==> config.mk <==
export PLATFORM = sky130hd
export DESIGN_NAME = fbs_scan_top
export DESIGN_NICKNAME = d
export VERILOG_FILES = /design/src/rtl/fbs_pkg.sv /design/src/rtl/fbs_regs.sv /design/src/rtl/fbs_addr_map.sv /design/src/rtl/fbs_unpack.sv /design/src/rtl/fbs_scan_top.sv
export SDC_FILE = /design/constraint.sdc
export NUM_CORES = 1
export LEC_CHECK = 0
export ABC_AREA = 1
export CORE_ASPECT_RATIO = 0.6
export CORE_MARGIN = 4
export CORE_UTILIZATION = 49
export CTS_CLUSTER_DIAMETER = 150
export CTS_CLUSTER_SIZE = 24
export DETAILED_ROUTE_END_ITERATION = 7
export DONT_BUFFER_PORTS = 1
export PLACE_DENSITY_LB_ADDON = 0.08
export SYNTH_ARGS = -nofsm -noshare
export SYNTH_HDL_FRONTEND = slang
export SYNTH_SLANG_ARGS = --single-unit
==> constraint.sdc <==
create_clock -name clk -period 9.9 [get_ports clk]
set_input_delay 1.98 -clock clk [delete_from_list [all_inputs] [get_ports clk]]
set_output_delay 1.98 -clock clk [all_outputs]
set_load 0.01 [all_outputs]
==> src/rtl/fbs_pkg.sv <==
package fbs_pkg;
   localparam int REG_W   = 32;
   localparam int MADDR_W = REG_W - 2;
   localparam int COMP_W  = 8;

   typedef struct packed {
      logic [COMP_W-1:0] r;
      logic [COMP_W-1:0] g;
      logic [COMP_W-1:0] b;
   } rgb_t;
endpackage

==> src/rtl/fbs_regs.sv <==
module fbs_regs
   import fbs_pkg::*;
#(
   parameter int BASE_BITS = 11
) (
   input  logic                 clk,
   input  logic                 rst,
   input  logic                 we,
   input  logic                 sel,
   input  logic [REG_W-1:0]     wdata,
   output logic [REG_W-1:0]     rdata,
   output logic [BASE_BITS-1:0] base_o,
   output logic                 en_o,
   output logic                 rot_o
);
   localparam int LOW_W = REG_W - BASE_BITS;

   logic unused_wd;
   assign unused_wd = ^wdata[LOW_W-1:2];

   always_ff @(posedge clk) begin
      if (rst) begin
         base_o <= '0;
         en_o   <= 1'b0;
         rot_o  <= 1'b0;
      end else if (we) begin
         if (sel) begin
            en_o  <= wdata[0];
            rot_o <= wdata[1];
         end else begin
            base_o <= wdata[REG_W-1 -: BASE_BITS];
         end
      end
   end

   always_comb begin
      if (sel) rdata = {{(REG_W-2){1'b0}}, rot_o, en_o};
      else     rdata = {base_o, {LOW_W{1'b0}}};
   end
endmodule

==> src/rtl/fbs_addr_map.sv <==
module fbs_addr_map
   import fbs_pkg::*;
#(
   parameter int H_VIS       = 640,
   parameter int V_VIS       = 480,
   parameter int STRIDE_LOG2 = 10,
   parameter int BASE_BITS   = 11,
   parameter bit ROT_EN      = 1'b1,
   localparam int X_W = (H_VIS > 1) ? $clog2(H_VIS) : 1,
   localparam int Y_W = (V_VIS > 1) ? $clog2(V_VIS) : 1
) (
   input  logic [X_W-1:0]       x,
   input  logic [Y_W-1:0]       y,
   input  logic                 rot,
   input  logic [BASE_BITS-1:0] base,
   output logic [MADDR_W-1:0]   addr
);
   logic [MADDR_W-1:0] row_w, col_w, base_w;

   generate
      if (ROT_EN) begin : g_rot
         assign row_w = rot ? (MADDR_W'(V_VIS - 1) - MADDR_W'(y)) : MADDR_W'(y);
         assign col_w = rot ? (MADDR_W'(H_VIS - 1) - MADDR_W'(x)) : MADDR_W'(x);
      end else begin : g_fwd
         logic unused_rot;
         assign unused_rot = rot;
         assign row_w = MADDR_W'(y);
         assign col_w = MADDR_W'(x);
      end
   endgenerate

   assign base_w = MADDR_W'(base) << (MADDR_W - BASE_BITS);
   assign addr   = base_w + (row_w << STRIDE_LOG2) + col_w;
endmodule

==> src/rtl/fbs_unpack.sv <==
module fbs_unpack
   import fbs_pkg::*;
(
   input  logic [REG_W-1:0] word,
   output rgb_t             px
);
   logic unused_hi;
   assign unused_hi = ^word[REG_W-1:3*COMP_W];

   generate
      for (genvar c = 0; c < 3; c++) begin : g_comp
         logic [COMP_W-1:0] lvl;
         assign lvl = word[c*COMP_W +: COMP_W];
      end
   endgenerate

   assign px.b = g_comp[0].lvl;
   assign px.g = g_comp[1].lvl;
   assign px.r = g_comp[2].lvl;
endmodule

==> src/rtl/fbs_scan_top.sv <==
module fbs_scan_top
   import fbs_pkg::*;
#(
   parameter int H_VIS       = 640,
   parameter int V_VIS       = 480,
   parameter int STRIDE_LOG2 = 10,
   parameter int BASE_BITS   = 11,
   parameter int STALE_W     = 3
) (
   input  logic               clk,
   input  logic               rst,
   input  logic               reg_we,
   input  logic               reg_sel,
   input  logic [REG_W-1:0]   reg_wdata,
   output logic [REG_W-1:0]   reg_rdata,
   input  logic               tg_frame,
   input  logic               tg_pixel,
   output logic               mem_req,
   output logic [MADDR_W-1:0] mem_addr,
   input  logic               rd_valid,
   input  logic [REG_W-1:0]   rd_data,
   output logic               pix_de,
   output logic [COMP_W-1:0]  pix_r,
   output logic [COMP_W-1:0]  pix_g,
   output logic [COMP_W-1:0]  pix_b,
   output logic               underrun
);
   localparam int X_W = (H_VIS > 1) ? $clog2(H_VIS) : 1;
   localparam int Y_W = (V_VIS > 1) ? $clog2(V_VIS) : 1;

   generate
      if (H_VIS > (1 << STRIDE_LOG2)) begin : g_bad_stride
         $error("visible width exceeds line stride");
      end
      if (BASE_BITS < 1 || BASE_BITS > REG_W - 3) begin : g_bad_base
         $error("base width out of range");
      end
      if ((Y_W + STRIDE_LOG2) > (MADDR_W - BASE_BITS)) begin : g_bad_frame
         $error("frame does not fit below the base boundary");
      end
   endgenerate

   logic [BASE_BITS-1:0] cfg_base, sh_base, m_base;
   logic                 cfg_en, cfg_rot, sh_rot, m_rot;
   logic                 frame_run, run, start, flush, strobe;
   logic [X_W-1:0]       nx, mx, nx_n;
   logic [Y_W-1:0]       ny, my, ny_n;
   logic                 last_iss, last_n, at_eol, issue_next;
   logic                 outst, buf_ok, have, good_ret, drop;
   logic                 stale_inc;
   logic [REG_W-1:0]     buf_q, pix_word;
   logic [STALE_W-1:0]   stale_q;
   logic [MADDR_W-1:0]   map_addr;
   rgb_t                 up_px;

   fbs_regs #(.BASE_BITS(BASE_BITS)) u_regs (
      .clk(clk), .rst(rst), .we(reg_we), .sel(reg_sel), .wdata(reg_wdata),
      .rdata(reg_rdata), .base_o(cfg_base), .en_o(cfg_en), .rot_o(cfg_rot)
   );

   assign start      = tg_frame & cfg_en;
   assign flush      = tg_frame | ~cfg_en;
   assign run        = frame_run & cfg_en;
   assign strobe     = tg_pixel & run & ~tg_frame;
   assign issue_next = strobe & ~last_iss;
   assign good_ret   = rd_valid & (stale_q == '0);
   assign drop       = rd_valid & (stale_q != '0);
   assign have       = buf_ok | good_ret;
   assign pix_word   = buf_ok ? buf_q : rd_data;
   assign stale_inc  = (flush & outst & ~good_ret) | (strobe & ~have & outst);

   assign mx     = start ? '0 : nx;
   assign my     = start ? '0 : ny;
   assign m_rot  = start ? cfg_rot : sh_rot;
   assign m_base = start ? cfg_base : sh_base;
   assign at_eol = (mx == X_W'(H_VIS - 1));
   assign nx_n   = at_eol ? '0 : mx + X_W'(1);
   assign ny_n   = at_eol ? my + Y_W'(1) : my;
   assign last_n = at_eol & (my == Y_W'(V_VIS - 1));

   fbs_addr_map #(
      .H_VIS(H_VIS), .V_VIS(V_VIS), .STRIDE_LOG2(STRIDE_LOG2),
      .BASE_BITS(BASE_BITS), .ROT_EN(1'b1)
   ) u_map (
      .x(mx), .y(my), .rot(m_rot), .base(m_base), .addr(map_addr)
   );

   fbs_unpack u_unpack (.word(pix_word), .px(up_px));

   always_ff @(posedge clk) begin
      if (rst) begin
         sh_base   <= '0;
         sh_rot    <= 1'b0;
         frame_run <= 1'b0;
         nx        <= '0;
         ny        <= '0;
         last_iss  <= 1'b0;
         outst     <= 1'b0;
         buf_ok    <= 1'b0;
         buf_q     <= '0;
         stale_q   <= '0;
         mem_req   <= 1'b0;
         mem_addr  <= '0;
         pix_de    <= 1'b0;
         pix_r     <= '0;
         pix_g     <= '0;
         pix_b     <= '0;
         underrun  <= 1'b0;
      end else begin
         stale_q <= stale_q + STALE_W'(stale_inc) - STALE_W'(drop);
         mem_req <= start | issue_next;
         if (start | issue_next) begin
            mem_addr <= map_addr;
            nx       <= nx_n;
            ny       <= ny_n;
            last_iss <= last_n;
         end
         if (start) begin
            sh_base <= cfg_base;
            sh_rot  <= cfg_rot;
         end
         pix_de <= strobe;
         pix_r  <= (strobe & have) ? up_px.r : '0;
         pix_g  <= (strobe & have) ? up_px.g : '0;
         pix_b  <= (strobe & have) ? up_px.b : '0;
         if (strobe & ~have) underrun <= 1'b1;
         if (flush) begin
            buf_ok    <= 1'b0;
            outst     <= start;
            frame_run <= start;
         end else if (strobe) begin
            buf_ok <= 1'b0;
            outst  <= issue_next;
            if (last_iss) frame_run <= 1'b0;
         end else if (good_ret) begin
            buf_ok <= 1'b1;
            buf_q  <= rd_data;
            outst  <= 1'b0;
         end
      end
   end


   no_req_off_chk: assert property (@(posedge clk) disable iff (rst)
      !cfg_en |=> !mem_req);

   black_idle_chk: assert property (@(posedge clk) disable iff (rst)
      !pix_de |-> (pix_r == '0 && pix_g == '0 && pix_b == '0));

   de_after_strobe_chk: assert property (@(posedge clk) disable iff (rst)
      pix_de |-> $past(tg_pixel));

   underrun_sticky_chk: assert property (@(posedge clk) disable iff (rst)
      underrun |=> underrun);

   stale_no_overflow_chk: assert property (@(posedge clk) disable iff (rst)
      (stale_q == '1) |-> !stale_inc);

   col_visible_chk: assert property (@(posedge clk) disable iff (rst)
      mem_req |-> (32'(mem_addr[STRIDE_LOG2-1:0]) < H_VIS));
endmodule

==> flow_metrics.py <==
metrics = {
    "critical_path": {
        "end_kind": "register",
        "critPathKind": "in2reg",
        "critPathRequiredTime_ns": 10.22,
        "critPathMaxFanout": 24,
        "r2r_start": "u_regs.en_o",
        "cp.arrival_ns": 5.62,
        "ff2ff_setup_slack_ns": 5.68,
        "critPathLaunch": "tg_frame",
        "cp-start-kind": "primary input",
    },
    "sta": {
        "finalSetupViolations": 0,
        "hold_viol_final": 0,
        "tightest_slew_ns": 0.897,
        "rsz0062_at_grt": "no",
        "finalClockSkew_ns": 0.0124,
        "fmax_mhz": 189,
        "slew_headroom_pct": 40.0,
        "post-route-period-util_pct": 53.6,
        "tns_ns": 0,
        "slew_violations": 0,
        "fin_crit_ns": 5.30,
    },
    "min_path": {
        "min_from": "buf_q[0]",
        "hp-class": "reg2reg",
    },
    "final_layout": {
        "multiInputGateArea_mm2": 0.00382,
        "mostFrequentLayoutCells": "nand2_1 (242), nor2_1 (139), dfxtp_1 (132), inv_1 (120), o21ai_0 (88)",
        "fin_nets": 1141,
        "area_growth_pct": 8.68,
        "finalInstanceArea_mm2": 0.00782,
        "layout-drive-gt1-share_pct": 6.76,
        "diodes": 0,
        "register_area_mm2": 0.00264,
        "final_common_cell": "nand2_1",
        "fillers": 1392,
    },
    "synth": {
        "yosysTopAreaCellShare_pct": 36.7,
        "yosys-top-cells-area": "dfxtp_1 (37%), nand2_1 (13%), ha_1 (7.8%)",
        "synthCells": 1037,
        "synth_seq_cells": 132,
        "synth-edff-count": 0,
        "synth_flop_cell": "dfxtp_1",
        "yosysUniqueCellTypes": 45,
        "synth_area_leader_cell": "dfxtp_1",
        "ys_seq_area_share_pct": 36.7,
        "syn_area_mm2": 0.00719,
        "yosys_warnings": 0,
        "async_reset_ff_share_pct": 0,
        "synth.avg_cell_area_um2": 6.94,
    },
    "routing": {
        "drtIter0Drc": 467,
        "ant_nets": 0,
        "highest_layer": "met4",
        "dr.pass1.iters": 5,
        "wirelength_um": 17300,
        "wirelength_met1_um": 9560,
        "post-route-drc-count": 0,
        "vias": 6244,
        "viasPerCell": 5.08,
        "wl_met3_um": 1180,
        "post_drt_wl_per_cell_um": 14.0,
        "wl_met2_um": 6410,
    },
    "placement": {
        "io_buffer_count": 0,
        "hpwl_um": 12600,
        "place_area_mm2": 0.00721,
        "gp_congestion": 0.866,
    },
    "floorplanning": {
        "die_h_um": 102,
        "core_area_mm2": 0.0140,
        "fp.dieArea_mm2": 0.0167,
        "initial_core_util_pct": 51.4,
        "rows": 33,
        "die_w_um": 164,
        "io_pins": 160,
    },
    "cts": {
        "cts_resized": 0,
        "post-cts-setup-buffers": 0,
        "cts_max_level": 4,
        "cts_tree": "done",
        "clk_latency_ns": 0.42,
        "clkSlewWorstSetupHoldPaths_ns": 0.07,
        "cts_root_buffer": "clkbuf_16",
        "ctsLongestPathBuffers": 2,
        "cts_buffers": 17,
        "cts_hold_buffers": 0,
        "cts_sinks": 132,
    },
    "status": {
        "status": "finished, final reports clean",
    },
    "global_routing": {
        "antenna_found_initial": 0,
        "grt_pass1_vias": 5665,
        "grt_use_total_pct": 21.5,
        "grt_max_degree": 53,
        "overflow": 0,
        "grt_pass1_wl_um": 28900,
    },
    "power": {
        "leakagePower_uw": 0.00367,
        "ir_worst_vdd_mv": 0.0897,
        "p_per_area_mw_per_mm2": 169,
    },
    "run": {
        "maxCapViolations": 0,
    },
}
==> report_power, final <==
| part | internal (uW) | switching [uW] |
|---|---|---|
| logic | 34.6 | 73.7 |
| registers | 551 | 11.9 |
| clock network | 385 | 263 |
| total | 971 | 348 |
==> cell type report <==
cell class              instances  share of cell area (%)
clock buffers                  18                    5.62
repair buffers                  3                   0.288
multi-input cells             739                    48.9
well taps                     192                    3.07
flip-flops and latches        132                    33.8
inverters                     130                    6.26
clock inverters                14                    2.11
==> logic make-up after synthesis <==
kind of cell               share of synthesized area, %
adders and majority gates                          8.38
other                                            0.0521
buffers and inverters                              11.1
AOI/OAI and AO/OA                                  14.2
and+or+nand+nor                                    27.0
DFF                                                36.7
xor gates and xnor gates                           2.56
==> worst max-delay path, stage by stage <==
cell and delay [ns]:
nand2_4 0.23, nand2_1 0.25, nand2_1 0.56, nand2_1 0.14, nor2_2 0.50, ha_1 0.35
ha_1 0.36, a21oi_1 0.26, a21boi_0 0.36, nand3_1 0.27, nand2_1 0.15, nand3_1 0.07
nand3_1 0.08, nand2_1 0.05
==> cells in the mapped netlist (3+ instances only) <==
cell type,number
a21oi_1,66
nand4_1,6
xnor2_1,12
nor2_1,139
inv_2,9
o21ai_1,6
dfxtp_1,132
nand3_1,40
o21ai_0,88
clkbuf_1,19
ha_1,45
buf_2,11
nand2_2,5
inv_1,120
nor3_1,9
o22ai_1,5
or2_2,5
nand2_1,242
o21bai_1,9
buf_4,21
xor2_1,9
nor3_2,4
nor2_4,3
==> sequential cells by signal, summed over array words and instances, names as in the netlist, 3 cells and up <==
| name | count |
|---|---|
| pix_b | 8 |
| ny | 9 |
| stale_q | 3 |
| nx | 10 |
| mem_addr | 30 |
| pix_g | 8 |
| sh_base | 11 |
| buf_q | 24 |
| pix_r | 8 |
| u_regs.base_o | 11 |
==> path summary, 6_finish.rpt <==
check | end | cells past startpoint
worst max register to register | mem_addr[23] | 19
worst min register to register | pix_b[0] | 2
worst max-delay path | mem_addr[28] | 14
worst min-delay path | pix_b[0] | 2
==> through the flow <==
step | hold WS [ns] | instances | worst slack (ns) | power (uW) | util [%]
2_1_floorplan | 0.422 | 1055 | 5.35 | 666 | -
3_3_place_gp | 0.438 | 1196 | 4.27 | 681 | 51.5
3_5_place_dp | 0.440 | 1196 | 4.23 | 681 | 51.5
4_1_cts | 0.456 | 1228 | 4.66 | 1330 | 55.9
5_1_grt | 0.479 | 1228 | 4.19 | 1380 | 55.9
6_report | 0.457 | 1228 | 4.60 | 1320 | 55.9
==> metal layers <==
metal / up-vias / global-route usage (%)
li1: 3247 / -
met1: 2818 / 33.6
met2: 168 / 28.9
met3: 11 / 5.40
met4: 0 / 5.56
met5: - / 0
No activity file was read; power rests on OpenSTA's default activity.
